==> src/rtl/ser_tx_pkg.sv <==
package ser_tx_pkg;
  typedef enum logic [1:0] {
    FMT_D7  = 2'd0,
    FMT_D8  = 2'd1,
    FMT_D8P = 2'd2,
    FMT_D9  = 2'd3
  } tx_fmt_e;
endpackage

==> src/rtl/ser_tx_div.sv <==
module ser_tx_div #(
  parameter int DIV_W = 4
) (
  input  logic clk_i,
  input  logic rst_ni,
  input  logic en_i,
  output logic tick_o,
  output logic mid_o,
  output logic msb_o
);
  localparam logic [DIV_W-1:0] CNT_MAX = '1;
  localparam logic [DIV_W-1:0] MID_M1  = DIV_W'((1 << (DIV_W - 1)) - 1);

  logic [DIV_W-1:0] cnt_q;

  always_ff @(posedge clk_i or negedge rst_ni) begin
    if (!rst_ni)   cnt_q <= '0;
    else if (en_i) cnt_q <= cnt_q + DIV_W'(1);
  end

  assign tick_o = en_i && (cnt_q == CNT_MAX);
  assign mid_o  = en_i && (cnt_q == MID_M1);
  assign msb_o  = cnt_q[DIV_W-1];
endmodule

==> src/rtl/ser_tx_edge.sv <==
module ser_tx_edge #(
  parameter int SYNC_N = 2
) (
  input  logic clk_i,
  input  logic rst_ni,
  input  logic clk_in_i,
  input  logic fall_sel_i,
  output logic edge_o
);
  logic [SYNC_N:0] sr_q;

  always_ff @(posedge clk_i or negedge rst_ni) begin
    if (!rst_ni) sr_q <= '0;
    else         sr_q <= {sr_q[SYNC_N-1:0], clk_in_i};
  end

  // sr_q[SYNC_N-1] is the synchronised level, sr_q[SYNC_N] its previous value
  assign edge_o = fall_sel_i ? (!sr_q[SYNC_N-1] &&  sr_q[SYNC_N])
                             : ( sr_q[SYNC_N-1] && !sr_q[SYNC_N]);
endmodule

==> src/rtl/ser_tx_shift.sv <==
module ser_tx_shift
  import ser_tx_pkg::*;
#(
  parameter int DATA_W = 9,
  parameter int IO_W   = 8
) (
  input  logic              clk_i,
  input  logic              rst_ni,
  input  logic              step_i,
  input  logic              go_i,
  input  logic              io_mode_i,
  input  tx_fmt_e           fmt_i,
  input  logic [DATA_W-1:0] data_i,
  output logic              busy_o,
  output logic              txd_o,
  output logic              load_o,
  output logic              end_o
);
  localparam int FRAME_W = DATA_W + 3;
  localparam int LEN_W   = $clog2(FRAME_W + 1);

  logic [FRAME_W-1:0] sh_q, vec;
  logic [LEN_W-1:0]   left_q, len;
  logic               busy_q, last;
  int                 nd;

  always_comb begin
    vec = '1;
    nd  = DATA_W - 1;
    if (io_mode_i) begin
      for (int i = 0; i < IO_W; i++) vec[i] = data_i[i];
      len = LEN_W'(IO_W);
    end else begin
      unique case (fmt_i)
        FMT_D7:  nd = DATA_W - 2;
        FMT_D9:  nd = DATA_W;
        default: nd = DATA_W - 1;
      endcase
      vec[0] = 1'b0;
      for (int i = 0; i < DATA_W; i++)
        if (i < nd) vec[i+1] = data_i[i];
      if (fmt_i == FMT_D8P) vec[DATA_W] = ^data_i[DATA_W-2:0];
      len = LEN_W'(nd + 2 + ((fmt_i == FMT_D8P) ? 1 : 0));
    end
  end

  assign last   = (left_q == LEN_W'(1));
  assign load_o = step_i && go_i && (!busy_q || last);
  assign end_o  = step_i && busy_q && last && !go_i;

  always_ff @(posedge clk_i or negedge rst_ni) begin
    if (!rst_ni) begin
      sh_q   <= '1;
      left_q <= '0;
      busy_q <= 1'b0;
    end else if (step_i) begin
      if (busy_q && !last) begin
        sh_q   <= {1'b1, sh_q[FRAME_W-1:1]};
        left_q <= left_q - LEN_W'(1);
      end else if (go_i) begin
        sh_q   <= vec;
        left_q <= len;
        busy_q <= 1'b1;
      end else begin
        busy_q <= 1'b0;
      end
    end
  end

  assign busy_o = busy_q;
  assign txd_o  = busy_q ? sh_q[0] : 1'b1;
endmodule

==> src/rtl/ser_tx_top.sv <==
module ser_tx_top
  import ser_tx_pkg::*;
#(
  parameter int DATA_W = 9,
  parameter int DIV_W  = 4,
  parameter int SYNC_N = 2
) (
  input  logic              clk_i,
  input  logic              rst_ni,
  input  logic              base_en_i,
  input  logic              wr_en_i,
  input  logic [DATA_W-1:0] wr_data_i,
  input  logic              io_mode_i,
  input  logic [1:0]        fmt_i,
  input  logic              hs_en_i,
  input  logic              cts_i,
  input  logic              ext_sel_i,
  input  logic              ext_clk_i,
  input  logic              ext_fall_i,
  output logic              txd_o,
  output logic              sclk_o,
  output logic              tx_irq_o,
  output logic              buf_empty_o
);
  logic              bit_tick, mid_tick, div_msb, ext_edge;
  logic              step, hold, go, busy, load, fin;
  logic              full_q, irq_q;
  logic [DATA_W-1:0] buf_q;

  ser_tx_div #(.DIV_W(DIV_W)) u_div (
    .clk_i  (clk_i),
    .rst_ni (rst_ni),
    .en_i   (base_en_i),
    .tick_o (bit_tick),
    .mid_o  (mid_tick),
    .msb_o  (div_msb)
  );

  ser_tx_edge #(.SYNC_N(SYNC_N)) u_edge (
    .clk_i      (clk_i),
    .rst_ni     (rst_ni),
    .clk_in_i   (ext_clk_i),
    .fall_sel_i (ext_fall_i),
    .edge_o     (ext_edge)
  );

  assign step = io_mode_i ? (ext_sel_i ? ext_edge : mid_tick) : bit_tick;
  assign hold = hs_en_i && cts_i;
  assign go   = full_q && !hold;

  ser_tx_shift #(.DATA_W(DATA_W)) u_shift (
    .clk_i     (clk_i),
    .rst_ni    (rst_ni),
    .step_i    (step),
    .go_i      (go),
    .io_mode_i (io_mode_i),
    .fmt_i     (tx_fmt_e'(fmt_i)),
    .data_i    (buf_q),
    .busy_o    (busy),
    .txd_o     (txd_o),
    .load_o    (load),
    .end_o     (fin)
  );

  // a write in the handoff cycle refills the buffer behind the loaded word
  always_ff @(posedge clk_i or negedge rst_ni) begin
    if (!rst_ni) begin
      buf_q  <= '0;
      full_q <= 1'b0;
      irq_q  <= 1'b0;
    end else begin
      if (wr_en_i) begin
        buf_q  <= wr_data_i;
        full_q <= 1'b1;
      end else if (load) begin
        full_q <= 1'b0;
      end
      irq_q <= load || (fin && hold && !full_q);
    end
  end

  assign sclk_o      = io_mode_i && !ext_sel_i && busy && div_msb;
  assign tx_irq_o    = irq_q;
  assign buf_empty_o = !full_q;
endmodule


==> config.mk <==
export PLATFORM = sky130hd
export DESIGN_NAME = ser_tx_top
export DESIGN_NICKNAME = d
export VERILOG_FILES = /design/src/rtl/ser_tx_pkg.sv /design/src/rtl/ser_tx_div.sv /design/src/rtl/ser_tx_edge.sv /design/src/rtl/ser_tx_shift.sv /design/src/rtl/ser_tx_top.sv
export SDC_FILE = /design/constraint.sdc
export NUM_CORES = 1
export LEC_CHECK = 0
export ABC_CLOCK_PERIOD_IN_PS = 2250
export BUFFER_PORTS_ARGS = -buffer_cell sky130_fd_sc_hd__buf_2
export CAP_MARGIN = 40
export CORE_MARGIN = 5
export CORE_UTILIZATION = 35
export DETAILED_ROUTE_END_ITERATION = 8
export MAX_ROUTING_LAYER = met4
export SYNTH_ARGS = -nofsm -noshare
export SYNTH_HDL_FRONTEND = slang
export SYNTH_SLANG_ARGS = --single-unit
==> constraint.sdc <==
create_clock -name clk_i -period 2.25 [get_ports clk_i]
set_input_delay 0.5625 -clock clk_i [delete_from_list [all_inputs] [get_ports clk_i]]
set_output_delay 0.5625 -clock clk_i [all_outputs]
set_load 0.005 [all_outputs]
# Word level (Yosys, flattened, before mapping)
# Index checks and enable logic that the tools add are counted.
classes:
  add_sub_neg: 4
  order_cmp: 9
  eq_ne: 5
  mux: 27
  bitwise_logic: 1
  reduce_logical: 33
ops:
  columns: ["cell", "count"]
  rows:
  - ["< comparator 4 x 32 -> 1 bit (first input constant)", 4]
  - ["< comparator 3 x 32 -> 1 bit (first input constant)", 2]
  - ["< comparator 1 x 32 -> 1 bit (first input constant)", 1]
  - ["< comparator 2 x 32 -> 1 bit (first input constant)", 1]
  - ["< comparator 5 x 32 -> 1 bit (first input constant)", 1]
  - ["two-way mux 32 bit", 1]
  - ["two-way mux 12 bit", 2]
  - ["two-way mux 1 bit", 18]
  - ["logical AND 1 bit", 17]
  - ["two-way mux 4 bit", 3]
  - ["logical NOT 1 bit", 8]
  - ["two-way mux 8 bit", 1]
  - ["one-hot mux 4 bit (2 select lines)", 1]
  - ["parity 8 bit", 1]
  - ["adder 4 x 1 -> 4 bit (second input constant)", 1]
  - ["adder 4 x 3 -> 4 bit (second input constant)", 1]
  - ["adder 4 bit", 1]
  - ["equality test 2 bit (second input constant)", 2]
  - ["equality test 4 x 1 -> 1 bit (second input constant)", 1]
  - ["equality test 4 x 3 -> 1 bit (second input constant)", 1]
  - ["equality test 4 bit (second input constant)", 1]
  - ["AND reduction 2 bit", 2]
  - ["nonzero test 2 bit", 2]
  - ["subtractor 4 x 1 -> 4 bit (second input constant)", 1]
  - ["4 further kinds", 5]
word_totals:
  reg_bits: 35
  inputBits: 21
  output_inout_bits: 4
  elab_cells: 87

# Longest topological paths before layout
# Gate-level depths: netlist of the first run.
depth:
  word_depth: 11
  mapped_depth: 9
  depth_no_buf: 7

# Hierarchy
# A second synthesis of the first run with hierarchy kept.
hier_totals:
  hier_cells: 155
  hier_area_um2: 1717.9
by_module_without_submodules:
  columns: ["module", "instances", "cells_each", "area_per_inst_um2", "seq_area_each_um2"]
  rows:
  - ["ser_tx_shift", 1, 105, 967.2, 387.9]
  - ["ser_tx_top", 1, 29, 476.7, 275.3]
  - ["ser_tx_div", 1, 15, 176.4, 100.1]
  - ["ser_tx_edge", 1, 6, 97.6, 75.1]

# Least setup slack after synthesis of the first run
# Ideal clock, no wire load.
synth_path:
  kind: "input port to output port"
  start: "input port io_mode_i"
  end: "output port sclk_o"
  arrival_time_ns: 1.195
  required_ns: 1.688
  setup_slack_ns: 0.493
  stages: 3
  path_buffers: 1
  cell_sequence: "buf_2 > inv_1 > nor4b_1"
synth_via:
  elab_chain_cells: 3
synth_lines:
  columns: ["element", "line_no", "source"]
  rows:
  - ["start, declared", "ser_tx_top.sv:13", "input logic io_mode_i,"]
  - ["logical AND 1 bit (3 in a row)", "ser_tx_top.sv:82", "assign sclk_o = io_mode_i && !ext_sel_i && busy && div_msb;"]
  - ["end, declared", "ser_tx_top.sv:21", "output logic sclk_o,"]
# No other way between the ends.

# Worst setup path after layout of the first run
# Same ends and word-level chain as after synthesis.

==> out/results.ini, run 1 <==
[clock_tree]
clock-sinks=33
cts_repair_resize_count=0
cts_setup_buffers=0
clock_insertion_delay_worst_skew_ns=0.28
cts_tree=done
holdBufCountCts=0
cts.path.max_buffers=2
path_clk_slew_ns=0.06
htreeDepth=2
numCtsBuffers=5
cts_root_buf=clkbuf_8

[power]
internal-power_mw=1.34
vdd_drop_max_v=0.000476
p_seq_frac=0.500
switching_share=0.323
p_comb_frac=0.292
p_leak_nw=0.868
clkPwrFrac=0.209
powerDensity_nw_per_um2=1040
switchingPower_mw=0.642

[global_routing]
grt_max_degree=34
grt_overflow=0
grt_pass1_vias=1261
track_usage=0.120
antenna_found_initial=0
grt_pass1_wl_mm=5.73

[critical_path]
worstPathRequired_ns=1.69
crit_path_end_kind=output port
crit_chain=buf_2 -> buf_4 -> inv_1 -> nor4b_1 -> buf_2
crit_type=input port to output port
cpMostUsedCell=buf_2
crit_fanout=11
crit_path_top_delay_cell=nor4b_1
start_kind=input port
crit_arrival_ns=1.38
max_stage_delay_ns=0.28

[yosys]
synth_edf_count=0
synth_seq_area_share=0.514
synthCells=154
syn_avg_cell_area_um2=10.6
syn-num-nets=178
synth_area_um2=1630
ys_async_sr_fraction=1.00
ys.warnings.count=0
ys.flop_type=dfrtp_1
ys_types=35
ys_ff_latch=33

[floorplanning]
die_y_um=78.3
core_area_um2=4440
start_util=0.367
fp.dieW_um=78.3
dieArea_um2=6120
row_count=24
ios=25

[routing]
route.detailed.drc=0
drt_first_pass_iters=4
drtIter0Drc=32
wl_per_cell_um=13.3
ant_nets=0
vias=1190
via_per_inst=5.02
drt_wl_total_mm=3.16

[place]
portBuffers=24
placed_cell_area_um2=1830
hpwlAfterDp_mm=2.44
gp_congestion=0.808

[layout]
seq_area_um2=838
drive_above_1_share=0.297
fillers=437
multi_input_area_um2=742
final_cell_area_um2=1910
final_cell_mix=buf_2 (24), dfrtp_1 (23), nand2_1 (14), nor2_1 (14), a21oi_1 (12)
layout_commonest_cell=buf_2
areaGrowthSynthToFinish_pct=16.9
diodes=0
nets=208

[outcome]
outcome=finished, final reports clean

[timing]
finalSetupViolCount=0
worst_slew_pin_slew_ns=0.704
skew_ns=0.00680
setup_tns_ns=0
fin_crit_sh=0.864
period_needed_ns=1.94
hold_viol=0
max_freq_mhz=515
slew_headroom=0.531
final_max_slew_viol_count=0
rsz0062_at_grt=no

[run]
cap_violations=0

[min_path]
holdCritPathClass=input port to asynchronous set/reset pin

registers in the layout, summed over array words and instances, names as in the netlist:
signal          count
u_shift.sh_q       10
u_shift.busy_o      1
full_q              1
u_div.cnt_q         4
u_shift.left_q      4
buf_q               9
u_edge.sr_q         3
tx_irq_o            1
power groups by stage:
| stage | Clock (mW) | Combinational, mW | Sequential (mW) |
|---|---|---|---|
| 2_1_floorplan | 0 | 0.444 | 0.954 |
| 3_3_place_gp | 0 | 0.572 | 0.993 |
| 3_5_place_dp | 0 | 0.589 | 1.00 |
| 4_1_cts | 0.434 | 0.591 | 0.992 |
| 5_1_grt | 0.459 | 0.676 | 1.02 |
| 6_report | 0.414 | 0.579 | 0.993 |
synth_stat cells, types with 2 or more instances:
cell,count,area share
inv_1,6,0.014
nand2b_1,3,0.012
xor2_1,2,0.011
dfrtp_1,23,0.35
buf_2,4,0.012
o21ai_0,11,0.034
xnor2_1,8,0.043
dfstp_2,10,0.16
clkbuf_1,2,0.0046
mux2_2,10,0.069
nand4_1,2,0.0077
nand2_1,14,0.032
nor2_1,14,0.032
nor3b_1,2,0.0092
mux2i_1,8,0.049
ha_1,3,0.023
a211oi_1,3,0.014
a21oi_1,12,0.037
path summary, 6_finish.rpt:
| kind | start | slack [ns] | to | cells past startpoint |
|---|---|---|---|---|
| setup / recovery | io_mode_i | 0.31 | sclk_o | 5 |
| min in group clk_i | u_edge.sr_q[0] | 0.36 | u_edge.sr_q[1] | 0 |
| hold / removal | rst_ni | 0.33 | u_div.cnt_q[2] | 1 |
| setup reg to reg | u_shift.left_q[0] | 0.44 | u_shift.left_q[2] | 6 |
| hold reg to reg | u_edge.sr_q[0] | 0.36 | u_edge.sr_q[1] | 0 |
| max in group asynchronous | rst_ni | 1.46 | full_q | 1 |
per-stage QoR:
stage	hold WS, ns	std cells	worst slack (ns)	power (mW)	util
global placement	0.338	229	0.296	1.56	0.411
CTS	0.357	237	0.286	2.02	0.429
global route	0.381	237	0.213	2.15	0.429
finish	0.331	237	0.307	1.99	0.429
detailed placement	0.347	229	0.222	1.59	0.411
floorplan	0.267	154	0.493	1.40	-
layer usage:
layer / track usage / vias to the layer above / share of wire
met2: 0.197 / 23 / 0.49
met5: - / - / 0
met1: 0.135 / 564 / 0.45
met3: 0.0343 / 6 / 0.042
met4: 0.0594 / 0 / 0.022
li1: - / 597 / -
cell type report:
cell class	count	area share
clock buffer	8	0.0420
sequential	33	0.440
timing repair buffer	29	0.0827
inverter	6	0.0118
multi-input combinational	109	0.389
tap	52	0.0341
critical path: cells and delay by family:
kind                   cells  cell delay (ns)
buffers and inverters      4             0.54
AND/OR/NAND/NOR            1             0.28
logic make-up (layout without fill, tap and decap cells):
group                      Yosys count  after routing  share of synthesized area
AOI/OAI and AO/OA                   34             34                      0.124
xor gates and xnor gates            10             10                     0.0537
adders and majority gates            3              3                     0.0230
buffers and inverters               12             43                     0.0307
DFF                                 33             33                      0.514
muxes                               18             18                      0.118
and+or+nand+nor                     44             44                      0.136
Power figures use the tool's default switching activity.
==> inputs of run 2 (changes only) <==
Settings changed: CAP_MARGIN 40 to 20, PLACE_DENSITY set to 0.63.
==> run 2 against run 1 <==
Compared with the run above:
- sequential share of layout area decreased by 0.40 points
- total power increased by 1.9%
- hold slack about the same
- register-to-register slack improved by 0.07 ns
- via count decreased by 2.0%
- clock power increased by 10%
- non-clock buffer count increased by 1
- clock skew about the same
- critical path depth unchanged
- design area increased by 0.92%
- wire length decreased by 3.6%
- count of clock-buffer cells in the layout unchanged
==> out/results.ini, run 2 (same netlist as run 1, synthesis figures left out) <==
[critical_path]
worstPathRequired_ns=1.69
crit_path_end_kind=output port
crit_arrival_ns=1.37
crit_fanout=11
start_kind=input port
crit_type=input port to output port

[place]
portBuffers=24
hpwlAfterDp_mm=2.22
placed_cell_area_um2=1830
gp_congestion=0.767

[routing]
routed-wl-met2_mm=1.36
ant_nets=0
drt_first_pass_iters=5
drtIter0Drc=42
wl_per_cell_um=12.8
highest_layer=met4
dr_wl_met3_um=94
drt_wl_total_mm=3.04
vias=1166
route.detailed.drc=0
via_per_inst=4.90
met1Wirelength_mm=1.51

[clock_tree]
cts_tree=done
cts_repair_resize_count=0
clock_insertion_delay_worst_skew_ns=0.28
cts_setup_buffers=0
htreeDepth=2
clock-sinks=33
numCtsBuffers=5
path_clk_slew_ns=0.07
cts.path.max_buffers=2
cts_root_buf=clkbuf_8
holdBufCountCts=0

[layout]
nets=209
fillers=447
layout_commonest_cell=buf_2
largest_register_ffs=10
top_register=u_shift.sh_q
largestRegisters=u_shift.sh_q (10), buf_q (9)
areaGrowthSynthToFinish_pct=18.0
drive_above_1_share=0.306
final_core_utilization=0.433
diodes=0
final_cell_area_um2=1920
final_cell_mix=buf_2 (24), dfrtp_1 (23), nand2_1 (14), nor2_1 (14), a21oi_1 (12)

[timing]
fin_crit_sh=0.857
slew_headroom=0.525
skew_ns=0.00701
final_max_slew_viol_count=0
setup_tns_ns=0
worst_slew_pin_slew_ns=0.713
finalSetupViolCount=0
period_needed_ns=1.93
rsz0062_at_grt=no
hold_viol=0
max_freq_mhz=518

[outcome]
outcome=finished, final reports clean

[power]
vdd_drop_max_v=0.000453
powerDensity_nw_per_um2=1050
p_leak_nw=0.878
switching_share=0.321
p_comb_frac=0.288
switchingPower_mw=0.649
clkPwrFrac=0.226
internal-power_mw=1.37
p_seq_frac=0.486

[global_routing]
grt_overflow=0
grt_max_degree=34
grt_pass1_vias=1186
antenna_found_initial=0
grt_pass1_wl_mm=5.28
track_usage=0.111

[floorplanning]
dieArea_um2=6120
die_y_um=78.3
fp.dieW_um=78.3
row_count=24
start_util=0.367
ios=25
core_area_um2=4440

[min_path]
holdCritPathClass=input port to asynchronous set/reset pin

[run]
cap_violations=0

-- run 2: cell types whose count changed in the layout (fill, tap and decap cells not counted) --
cell / change
clkbuf_1: -1
clkbuf_8: +1
buf_4: +1
-- run 2: layout make-up --
class / count / area [um2] / area share
multi-input cells: 109 / 742 / 0.386
clock buffers: 8 / 90.1 / 0.0468
inverters: 6 / 22.5 / 0.0117
flip-flops and latches: 33 / 838 / 0.436
repair buffers: 30 / 165 / 0.0859
well taps: 52 / 65.1 / 0.0338
-- run 2: path summary, 6_finish.rpt --
check | slack [ns] | cells past startpoint | endpoint | start
max | 0.32 | 5 | sclk_o | io_mode_i
min | 0.33 | 1 | buf_q[0] | rst_ni
max reg2reg | 0.51 | 6 | u_shift.left_q[3] | u_div.cnt_q[3]
min reg2reg | 0.35 | 0 | u_edge.sr_q[1] | u_edge.sr_q[0]
max in group asynchronous | 1.46 | 1 | u_shift.left_q[1] | rst_ni
min in group clk_i | 0.35 | 0 | u_edge.sr_q[1] | u_edge.sr_q[0]
-- run 2: critical path, cell delays in order --
cell and delay, ns:
buf_2 0.09, buf_4 0.19, inv_1 0.10, nor4b_1 0.27, buf_2 0.16
-- run 2: metal layers --
layer | track usage | up-vias
met5 | - | -
met4 | 0.0629 | 0
met3 | 0.0217 | 7
met2 | 0.165 | 23
met1 | 0.143 | 540
li1 | - | 596
-- run 2: through the flow --
stage	worst slack (ns)	cells	power (mW)	hold WS, ns
2_1_floorplan	0.493	154	1.40	0.267
3_3_place_gp	0.299	230	1.57	0.333
3_5_place_dp	0.269	230	1.58	0.337
4_1_cts	0.309	238	2.05	0.352
5_1_grt	0.255	238	2.19	0.360
6_report	0.321	238	2.02	0.331
-- run 2: power by group through the flow --
stage          combinational, mW  clock, mW  sequential, mW
6_report                   0.582      0.457           0.984
3_5_place_dp               0.587          0           0.993
4_1_cts                    0.592      0.475           0.986
5_1_grt                    0.674      0.501            1.01
2_1_floorplan              0.444          0           0.954
3_3_place_gp               0.577          0           0.994
==> inputs of run 3 (changes only) <==
Settings changed: RECOVER_POWER set to 100.
==> run 3 against run 2 <==
Compared with the run above:
- the run now ends with capacitance limit, slew limit left
- combinational power shrank 3%
- non-clock buffer count is the same
- clock skew grew 0.00067 ns
- sequential share of layout area grew 0.37 points
- critical path depth is the same
- sequential power is essentially flat
- global-route usage is the same
- clock power is essentially flat
==> out/results.ini, run 3 (same netlist as run 1, synthesis figures left out) <==
[outcome]
outcome=finished with violations
violations=capacitance limit, slew limit

[place]
hpwlAfterDp_mm=2.22
placed_cell_area_um2=1830
gp_congestion=0.767
portBuffers=24

[power]
p_comb_frac=0.282
vdd_drop_max_v=0.000453
clkPwrFrac=0.228
internal-power_mw=1.36
switchingPower_mw=0.647
p_leak_nw=0.857
switching_share=0.322
p_seq_frac=0.490
powerDensity_nw_per_um2=1050

[timing]
skew_ns=0.00768
hold_viol=0
rsz0062_at_grt=no
period_needed_ns=1.93
setup_tns_ns=0
final_max_slew_viol_count=34
max_freq_mhz=517
fin_crit_sh=0.859
slew_headroom=-0.139
finalSetupViolCount=0
worst_slew_pin_slew_ns=1.71

[layout]
fillers=454
final_core_utilization=0.429
largestRegisters=u_shift.sh_q (10), buf_q (9)
largest_register_ffs=10
nets=209
final_cell_mix=dfrtp_1 (23), buf_2 (20), nand2_1 (14), nor2_1 (14), a21oi_1 (12)
areaGrowthSynthToFinish_pct=17.0
top_register=u_shift.sh_q
final_cell_area_um2=1910
drive_above_1_share=0.269
layout_commonest_cell=dfrtp_1
diodes=0

[critical_path]
crit_fanout=11
crit_chain=buf_2 -> buf_4 -> inv_1 -> nor4b_1 -> buf_2
max_stage_delay_ns=0.27
crit_type=input port to output port
path_delay_family=buffers and inverters
crit_start=io_mode_i
crit_path_top_delay_cell=nor4b_1
worstPathRequired_ns=1.69
path_buf_inv=4
crit_path_end_kind=output port
r2r-end=u_shift.left_q[3]
cpMostUsedCell=buf_2
critical_path.endpoint=sclk_o
path_depth=5
rr_worst_depth=8
reg2reg_from=u_shift.left_q[1]
crit_arrival_ns=1.37
start_kind=input port
regToRegSetupSlack_ns=0.39

[routing]
ant_nets=0
drt_first_pass_iters=4
route.detailed.drc=0
vias=1172
drt_wl_total_mm=3.04
drtIter0Drc=45
wl_per_cell_um=12.8
via_per_inst=4.92

[clock_tree]
cts_tree=done
cts_repair_resize_count=0
clock_insertion_delay_worst_skew_ns=0.28
numCtsBuffers=5
path_clk_slew_ns=0.06
clock-sinks=33
cts_root_buf=clkbuf_8
holdBufCountCts=0
cts_setup_buffers=0
htreeDepth=2
cts.path.max_buffers=2

[global_routing]
grt_pass1_vias=1186
grt_max_degree=34
grt_overflow=0
antenna_found_initial=0
track_usage=0.111
grt_pass1_wl_mm=5.28

[floorplanning]
row_count=24
ios=25
start_util=0.367
dieArea_um2=6120
die_y_um=78.3
core_area_um2=4440
fp.dieW_um=78.3

[min_path]
holdCritPathClass=flop to flop
whs_path_depth=0

[run]
cap_violations=1

## run 3: cell types whose count changed in the layout (fill, tap and decap cells not counted)
cell / change
buf_2: -4
clkbuf_1: +7
buf_4: -3
## run 3: worst min path at each step
stage / endpoint / slack [ns] / start
after floorplan: buf_q[0] / 0.27 / rst_ni
after global placement: u_edge.sr_q[1] / 0.33 / u_edge.sr_q[0]
after detailed placement: u_edge.sr_q[1] / 0.34 / u_edge.sr_q[0]
after CTS: full_q / 0.35 / rst_ni
after global routing: u_edge.sr_q[1] / 0.36 / u_edge.sr_q[0]
final: u_edge.sr_q[1] / 0.35 / u_edge.sr_q[0]
## run 3: power groups by stage
stage               Sequential [mW]  Clock [mW]  Combinational (mW)
global route                   1.01       0.501               0.660
floorplan                     0.954           0               0.444
CTS                           0.986       0.475               0.592
global placement              0.994           0               0.577
finish                        0.983       0.457               0.567
detailed placement            0.993           0               0.587
## run 3: layout make-up
type	count	area [um2]	area share
flip-flops and latches	33	838	0.440
multi-input cells	109	742	0.389
repair buffers	30	149	0.0781
clock buffers	8	90.1	0.0472
well taps	52	65.1	0.0341
inverters	6	22.5	0.0118
## run 3: routing by layer
| layer | share of wire | vias to the layer above | GRT usage | routed length [um] |
|---|---|---|---|---|
| met2 | 0.45 | 17 | 0.165 | 1360 |
| met5 | 0 | - | - | 0 |
| met4 | 0.028 | 0 | 0.0629 | 84 |
| met3 | 0.027 | 7 | 0.0217 | 83 |
| met1 | 0.50 | 549 | 0.143 | 1510 |
| li1 | - | 599 | - | - |
## run 3: stage by stage
step | total power, mW | setup WS (ns) | hold slack, ns | std cells
2_1_floorplan | 1.40 | 0.493 | 0.267 | 154
5_1_grt | 2.18 | 0.149 | 0.360 | 238
3_3_place_gp | 1.57 | 0.299 | 0.333 | 230
6_report | 2.01 | 0.317 | 0.350 | 238
3_5_place_dp | 1.58 | 0.269 | 0.337 | 230
4_1_cts | 2.05 | 0.309 | 0.352 | 238
